### config.mk
export PLATFORM = sky130hd
export DESIGN_NAME = crel_inserter
export DESIGN_NICKNAME = d
export VERILOG_FILES = /design/src/rtl/crel_pkg.sv /design/src/rtl/crel_pend_ctr.sv /design/src/rtl/crel_ivl_timer.sv /design/src/rtl/crel_inserter.sv
export SDC_FILE = /design/constraint.sdc
export NUM_CORES = 1
export LEC_CHECK = 0
export BUFFER_PORTS_ARGS = -buffer_cell sky130_fd_sc_hd__buf_2
export CORE_MARGIN = 2
export CORE_UTILIZATION = 30
export DETAILED_ROUTE_END_ITERATION = 7
export GPL_TIMING_DRIVEN = 0
export PLACE_DENSITY = 0.46
export SYNTH_ARGS = -nofsm -noshare
export SYNTH_HDL_FRONTEND = slang
export SYNTH_SLANG_ARGS = --single-unit
### constraint.sdc
create_clock -name clk -period 4.1 [get_ports clk]
set_clock_uncertainty 0.05 [all_clocks]
set_input_delay 0.41 -clock clk [delete_from_list [all_inputs] [get_ports clk]]
set_output_delay 0.41 -clock clk [all_outputs]
set_load 0.02 [all_outputs]
### src/rtl/crel_pkg.sv
package crel_pkg;
  // Credits a message can return for a counter holding cnt
  function automatic int unsigned take_amt(int unsigned cnt, int unsigned fmax);
    return (cnt < fmax) ? cnt : fmax;
  endfunction

  // Pending count after removing dec and adding inc, clipped at cmax
  function automatic int unsigned next_pend(int unsigned cnt, int unsigned dec,
                                            int unsigned inc, int unsigned cmax);
    int unsigned t;
    t = cnt - dec + inc;
    return (t > cmax) ? cmax : t;
  endfunction
endpackage

### src/rtl/crel_pend_ctr.sv
module crel_pend_ctr #(
  parameter int unsigned CNT_W   = 4,
  parameter int unsigned FIELD_W = 2
) (
  input  logic               clk,
  input  logic               rst_n,
  input  logic               inc_i,
  input  logic               send_i,
  output logic               busy_o,
  output logic [FIELD_W-1:0] take_o
);
  localparam int unsigned CNT_MAX   = (1 << CNT_W) - 1;
  localparam int unsigned FIELD_MAX = (1 << FIELD_W) - 1;

  logic [CNT_W-1:0] cnt_q;
  logic [CNT_W-1:0] cnt_d;
  int unsigned      take_w;
  int unsigned      dec_w;

  always_comb begin
    take_w = crel_pkg::take_amt(32'(cnt_q), FIELD_MAX);
    dec_w  = send_i ? take_w : 0;
    cnt_d  = CNT_W'(crel_pkg::next_pend(32'(cnt_q), dec_w, 32'(inc_i), CNT_MAX));
  end

  always_ff @(posedge clk) begin
    if (!rst_n) cnt_q <= '0;
    else        cnt_q <= cnt_d;
  end

  assign busy_o = (cnt_q != '0);
  assign take_o = FIELD_W'(take_w);

  AST_SAT_HOLD: assert property (@(posedge clk) disable iff (!rst_n)
    (cnt_q == CNT_W'(CNT_MAX) && inc_i && !send_i) |=> cnt_q == CNT_W'(CNT_MAX));
  AST_DRAIN: assert property (@(posedge clk) disable iff (!rst_n)
    (send_i && !inc_i && cnt_q != '0) |=> cnt_q < $past(cnt_q));
endmodule

### src/rtl/crel_ivl_timer.sv
module crel_ivl_timer #(
  parameter int unsigned IVL_W = 8
) (
  input  logic             clk,
  input  logic             rst_n,
  input  logic             load_i,
  input  logic [IVL_W-1:0] load_val_i,
  output logic             expired_o
);
  logic [IVL_W-1:0] cnt_q;

  always_ff @(posedge clk) begin
    if (!rst_n)               cnt_q <= '0;
    else if (load_i)          cnt_q <= load_val_i;
    else if (cnt_q != '0)     cnt_q <= cnt_q - 1'b1;
  end

  assign expired_o = (cnt_q == '0);

  AST_RELOAD: assert property (@(posedge clk) disable iff (!rst_n)
    load_i |=> cnt_q == $past(load_val_i));
endmodule

### src/rtl/crel_inserter.sv
module crel_inserter #(
  parameter int unsigned NUM_VC   = 3,
  parameter int unsigned NUM_TYPE = 2,
  parameter int unsigned CNT_W    = 4,
  parameter int unsigned FIELD_W  = 2,
  parameter int unsigned IVL_W    = 8
) (
  input  logic                                 clk,
  input  logic                                 rst_n,
  input  logic [NUM_VC*NUM_TYPE-1:0]           free_pulse,
  input  logic [IVL_W-1:0]                     ivl_cfg,
  input  logic                                 pkt_boundary,
  input  logic                                 msg_taken,
  output logic                                 force_req,
  output logic [NUM_VC*NUM_TYPE*FIELD_W-1:0]   msg_fields
);
  localparam int unsigned NUM_CTR = NUM_VC * NUM_TYPE;

  // Internal events brought out by name for the assertions
  logic               send_ev;
  logic               ivl_expired;
  logic               any_pend;
  logic [NUM_CTR-1:0] busy_vec;

  for (genvar i = 0; i < NUM_CTR; i++) begin : g_ctr
    crel_pend_ctr #(.CNT_W(CNT_W), .FIELD_W(FIELD_W)) u_ctr (
      .clk    (clk),
      .rst_n  (rst_n),
      .inc_i  (free_pulse[i]),
      .send_i (send_ev),
      .busy_o (busy_vec[i]),
      .take_o (msg_fields[i*FIELD_W +: FIELD_W])
    );
  end

  crel_ivl_timer #(.IVL_W(IVL_W)) u_timer (
    .clk        (clk),
    .rst_n      (rst_n),
    .load_i     (send_ev),
    .load_val_i (ivl_cfg),
    .expired_o  (ivl_expired)
  );

  assign any_pend  = |busy_vec;
  assign force_req = any_pend && ivl_expired && pkt_boundary;
  assign send_ev   = force_req && msg_taken;

  AST_FORCE_CARRIES: assert property (@(posedge clk) disable iff (!rst_n)
    force_req |-> msg_fields != '0);
  AST_GAP: assert property (@(posedge clk) disable iff (!rst_n)
    (send_ev && ivl_cfg != '0) |=> !force_req);
  AST_NO_THROTTLE: assert property (@(posedge clk) disable iff (!rst_n)
    (send_ev && ivl_cfg == '0) |=> ivl_expired);
endmodule

# ---- Word level (Yosys, flattened, before mapping)
# Index checks and enable logic that the tools add are counted.
dict set report classes {
  addsub 13
  order_cmp 12
  mux 20
  reduce_logical 13
}
# op n
set ops {}
lappend ops {{32-bit by 1-bit adder with 32-bit output} 6}
lappend ops {{32-bit by 4-bit > comparator with 1-bit output (second input constant)} 6}
lappend ops {{32-bit 2-to-1 mux} 6}
lappend ops {{4-bit by 32-bit subtractor with 32-bit output} 6}
lappend ops {{4-bit 2-to-1 mux} 12}
lappend ops {{4-bit by 2-bit less-than comparator with 1-bit output (second input constant)} 6}
lappend ops {{4-bit nonzero test} 6}
lappend ops {{8-bit 2-to-1 mux} 2}
lappend ops {{8-bit logical NOT} 1}
lappend ops {{8-bit nonzero test} 1}
lappend ops {{8-bit by 1-bit subtractor with 8-bit output (second input constant)} 1}
lappend ops {{6-bit OR reduction} 1}
lappend ops {{1-bit logical AND} 3}
lappend ops {{2-bit nonzero test} 1}
dict set report word_totals {
  reg_bits 32
  in_bits 18
  elab_cells 65
}

# ---- Logic depth before layout (Yosys ltp)
dict set report depth {
  word_depth 10
  mapped_depth 20
  depth_no_buf 18
}

# ---- By module
# A second synthesis with hierarchy kept.
dict set report hier_totals {
  cells_unflattened 357
  area_unflattened_um2 3012.9
}
# mod n_inst cells_each area_per_inst_um2 seq_area_each_um2
set modules_own_cells {}
lappend modules_own_cells {{crel_pend_ctr (g_ctr[1].u_ctr ...)} 5 50 420.4 80.1}
lappend modules_own_cells {crel_ivl_timer 1 51 457.9 160.2}
lappend modules_own_cells {{crel_pend_ctr (g_ctr[0].u_ctr)} 1 50 417.9 80.1}
lappend modules_own_cells {crel_inserter 1 6 35.0 0.0}

# ---- Worst setup path after synthesis
# Ideal clock, no wire load.
dict set report synth_path {
  kind {register to register}
  start {reg g_ctr[2].u_ctr.cnt_q[3]}
  end {reg g_ctr[3].u_ctr.cnt_q[2]}
  t_arrival_ns 3.696
  t_required_ns 3.935
  setup_slack_ns 0.240
  stages_incl_launch_ff 21
  n_path_buf 2
  synth_period_minus_slack_ns 3.860
  cell_sequence {dfxtp_1 > inv_1 > ha_1 > or4b_1 > nor4_4 > a211o_1 > buf_4 > buf_2 > a21oi_1 > ha_1 > inv_1 > ha_1 > fa_1 > a21oi_1 > o21bai_1 > inv_1 > ha_1 > nor2b_1 > o21ai_0 > a221o_1 > o21a_1}
}
dict set report synth_between {
  elab_chain_len 10
}
# item line_no
set synth_rtl {}
lappend synth_rtl {{start, declared} crel_pend_ctr.sv:15} ;# logic [CNT_W-1:0] cnt_q;
lappend synth_rtl {{start signal, assigned} crel_pend_ctr.sv:28} ;# else cnt_q <= cnt_d;
lappend synth_rtl {{4-bit nonzero test (*)} crel_pend_ctr.sv:31} ;# assign busy_o = (cnt_q != '0);
lappend synth_rtl {{6-bit OR reduction (*)} crel_inserter.sv:44} ;# assign any_pend = |busy_vec;
lappend synth_rtl {{1-bit logical AND (*) (2 in series)} crel_inserter.sv:45} ;# assign force_req = any_pend && ivl_expired && pkt_boundary;
lappend synth_rtl {{1-bit logical AND (*)} crel_inserter.sv:46} ;# assign send_ev = force_req && msg_taken;
lappend synth_rtl {{32-bit 2-to-1 mux (*)} crel_pend_ctr.sv:22} ;# dec_w = send_i ? take_w : 0;
lappend synth_rtl {{4-bit by 32-bit subtractor with 32-bit output (*)} crel_pkg.sv:11} ;# t = cnt - dec + inc;
lappend synth_rtl {{32-bit by 1-bit adder with 32-bit output (*)} crel_pkg.sv:11}
lappend synth_rtl {{32-bit by 4-bit > comparator with 1-bit output} crel_pkg.sv:12} ;# return (t > cmax) ? cmax : t;
lappend synth_rtl {{4-bit 2-to-1 mux (*)} crel_pkg.sv:12}
lappend synth_rtl {{end signal, assigned} crel_pend_ctr.sv:28}
lappend synth_rtl {{end, declared} crel_pend_ctr.sv:15}
# Mark *: on every way between the ends. The rest lies on a longest branch, timed or not.
# A chain may end at the register's enable or synchronous reset.

# ---- Worst setup path in the final report
# Same ends and word-level chain as after synthesis.

==> out/summary.txt <==
Status: finished, final reports clean
Clock transition at the registers of the reported paths: 0.07 ns
Final count of negative-setup-slack endpoints: 0
Design Power: 3.36 mW
Synthesis Warnings: 0
Class of the tightest hold or removal check: input port to register
Clock Tree Buf Depth: 2
Pwr Density: 944 nW/µm²
Input/output buffers: 29
Number of global-route vias before repair: 2,540
Horizontal extent of the die: 102 µm
Detail Route Antenna Nets: 0
Max Used Layer: met4
Top-level port count: 31
Die height: 102 µm
Later-pin clock latency in the skew report: 0.28 ns
Slowest stage cell on the critical path: sky130_fd_sc_hd__or4b_4
Detailed-placement wirelength estimate: 5240 µm
Via count: 2,523
Standard-cell row count: 35
Number of synthesized flops with an enable pin: 0
Top flip-flop cell by instance count after synthesis: sky130_fd_sc_hd__dfxtp_1
Proportion of register bits with asynchronous set or reset after synthesis: 0%
Met1 wire length: 3310 µm
Endpoint type of the worst setup path: register
First-pass iteration count of the detailed router: 4
Cells traversed along the worst timing path: inv_2 -> ha_4 -> or4b_4 -> nor4_4 -> a211o_1 -> buf_6 -> buf_12 -> a21oi_1 -> ha_1 -> inv_1 -> ha_4 -> fa_2 -> a21oi_2 -> o21bai_1 -> inv_1 -> ha_1 -> nor2b_2 -> o21ai_1 -> a221o_1 -> o21a_1
Largest net degree at the start of global routing: 11
Dominant cells by area after synthesis: sky130_fd_sc_hd__ha_1 (22%), sky130_fd_sc_hd__dfxtp_1 (22%), sky130_fd_sc_hd__nand2_1 (5.8%)
Wire per inst: 13.0 µm
Proportion of layout cells with a drive suffix above 1: 18.6%
Filler Cell Count: 980
CTS tree: built
Worst-case vdd ir drop: 0.000416 V
Gate count of the mapped netlist: 351
Placed Cells incl. Taps: 509
Min Clock Period, post-route: 3.85 ns
Final core utilization: 38.1%
First-pass GRT wire length: 11,600 µm
Reported leakage power: 1.64 nW
Count of H-tree levels built during CTS: 2
Required time of the critical path: 4.22 ns
Number of antenna violations at the first check in global routing: 0
Number of buffers inserted during clock tree synthesis: 5
DRC viols: 0
Diode count: 0
Floorplan Core Area: 9330 µm²
Hold slack final: 0.297 ns
Cell type with the highest aggregate area in the netlist: sky130_fd_sc_hd__ha_1
Sequential element share of the synthesized area: 22.1%
Number of library cell types mapped by synthesis: 42
Largest driver fanout on the critical path: 10
Maximum single-stage delay on the critical path: 0.47 ns
Max capacitance violation total: 0
Final worst-path cycle share: 93.9%
Start-to-end type of the worst setup path: register to register
Starting DRC count in detailed routing: 76
Area added between synthesis and finish: 22.5%
Least-Margin Pin Slew: 0.664 ns
Average vias per placed instance: 4.74
Post-Synthesis Mean Instance Area: 8.27 µm²
Setup repair after global routing missed its margin: false
Post-layout net count: 478
Post-synth top area share: 22.4%
Hold-fix buffers at CTS: 0
Register-to-register path setup slack: 0.25 ns
Routed wire length: 6910 µm
Number of max-slew violations in the final report: 0
Global router's overall resource usage: 13.9%
Worst endpoint data arrival time: 3.97 ns
Slew headroom: 55.6%
WL met2: 3230 µm
Length of routed met3 wiring: 211 µm
Filler-free cell count of the finished design: 532
Flops & latches, synth: 32
Achievable clock frequency: 260 MHz
TNS Setup: 0 ns
Final Hold Vio Count: 0
Count of clock tree sinks: 32
Initial core utilization: 31.1%
Final GP Congestion: 0.817
Post-synth net total: 427
Floorplan die area: 10,500 µm²
Synth Cell Area: 2900 µm²
Category of the worst setup path launch point: register
GRT overflow: 0
Buffer type at the clock tree root: sky130_fd_sc_hd__clkbuf_8
[routing by layer]
layer | vias to the layer above | track usage [%]
met1 | 1157 | 17.4
li1 | 1313 | -
met5 | - | 0
met2 | 37 | 24.1
met4 | 0 | 4.21
met3 | 16 | 2.74
[Yosys cell counts (all sizes together) (2+ instances only)]
library cell / n
a211oi: 2
a21boi: 3
a21o: 6
a21oi: 20
and2: 9
buf: 5
clkbuf: 3
dfxtp: 32
fa: 6
ha: 52
inv: 38
mux2i: 8
nand2: 45
nand2b: 13
nand3: 18
nor2: 18
nor2b: 2
nor3: 7
nor3b: 2
nor4: 2
o211ai: 10
o21a: 18
o21ai: 3
o311a: 5
or3: 5
xnor2: 2
xor2: 7
[worst max-delay path: cells and delay by family (launching register included)]
kind | cells | cell delay (ns)
adders and majority gates | 5 | 1.04
DFF | 1 | 0.33
buffers and inverters | 5 | 0.48
AOI/OAI and AO/OA | 7 | 1.05
and+or+nand+nor | 3 | 0.77
[area by class of cell]
type | count | area (µm²) | share of cell area, %
Timing Repair Buffer | 44 | 258 | 7.25
Clock buffer | 7 | 96.3 | 2.71
Inverter | 38 | 143 | 4.01
Clock inverter | 1 | 30.0 | 0.845
Tap cell | 129 | 161 | 4.54
Multi-Input combinational cell | 273 | 2160 | 60.8
Buffer | 8 | 61.3 | 1.73
Sequential cell | 32 | 642 | 18.1
[cells by family (layout without fill, tap and decap cells)]
logic type,after synthesis,in the layout,synth area share [%]
AOI/OAI and AO/OA,72,72,17.5
adders and majority gates,58,58,26.6
and+or+nand+nor,125,125,21.7
DFF,32,32,22.1
buffers and inverters,46,98,6.30
muxes,9,9,3.15
xor gates and xnor gates,9,9,2.72
[cells in the final DEF, fill, tap and decap left out, types with 2 or more instances in the layout]
cell type,n
sky130_fd_sc_hd__ha_1,49
sky130_fd_sc_hd__nand2_1,44
sky130_fd_sc_hd__inv_1,36
sky130_fd_sc_hd__dfxtp_1,31
sky130_fd_sc_hd__buf_2,29
sky130_fd_sc_hd__a21oi_1,19
sky130_fd_sc_hd__nand3_1,18
sky130_fd_sc_hd__o21a_1,18
sky130_fd_sc_hd__nor2_1,17
sky130_fd_sc_hd__buf_4,16
sky130_fd_sc_hd__nand2b_1,13
sky130_fd_sc_hd__o211ai_1,10
sky130_fd_sc_hd__and2_1,9
sky130_fd_sc_hd__mux2i_1,8
sky130_fd_sc_hd__nor3_1,7
sky130_fd_sc_hd__xor2_1,7
sky130_fd_sc_hd__clkbuf_8,7
sky130_fd_sc_hd__a21o_1,6
sky130_fd_sc_hd__or3_1,5
sky130_fd_sc_hd__o311a_1,5
sky130_fd_sc_hd__fa_1,5
sky130_fd_sc_hd__clkbuf_1,3
sky130_fd_sc_hd__a21boi_1,3
sky130_fd_sc_hd__o21ai_1,3
sky130_fd_sc_hd__inv_2,2
sky130_fd_sc_hd__nor4_4,2
sky130_fd_sc_hd__xnor2_1,2
sky130_fd_sc_hd__ha_4,2
[state kept, by name, indices dropped and copies added (netlist names)]
name               cells
u_timer.cnt_q          8
g_ctr.u_ctr.cnt_q     24
[final timing paths]
| kind | from | depth (start not counted) | endpoint |
|---|---|---|---|
| setup reg to reg | g_ctr[2].u_ctr.cnt_q[3]$_SDFF_PN0_ | 20 | g_ctr[3].u_ctr.cnt_q[2]$_SDFF_PN0_ |
| hold reg to reg | u_timer.cnt_q[7]$_SDFFE_PN0P_ | 2 | u_timer.cnt_q[7]$_SDFFE_PN0P_ |
| setup / recovery | g_ctr[2].u_ctr.cnt_q[3]$_SDFF_PN0_ | 20 | g_ctr[3].u_ctr.cnt_q[2]$_SDFF_PN0_ |
| hold / removal | ivl_cfg[0] | 3 | u_timer.cnt_q[0]$_SDFFE_PN0P_ |
[power by group]
part / leakage (nW) / internal, mW / switching (mW)
Combinational: 1.30 / 1.11 / 1.28
Sequential: 0.269 / 0.467 / 0.165
Clock: 0.0645 / 0.215 / 0.121
[repair_timing]
item	in CTS	in global routing
setup buffers	5	10
resized for setup	15	12
setup endpoints to repair	24	21
pin swaps	3	5
[through the flow]
step           worst slack [ns]  instance area [µm²]
6_report                  0.252                 3550
5_1_grt                  0.0243                 3550
4_1_cts                  0.0144                 3430
3_5_place_dp             -0.378                 3210
3_3_place_gp             -0.320                 3210
2_1_floorplan             0.240                 2900
(Power assumes the default switching activity.)
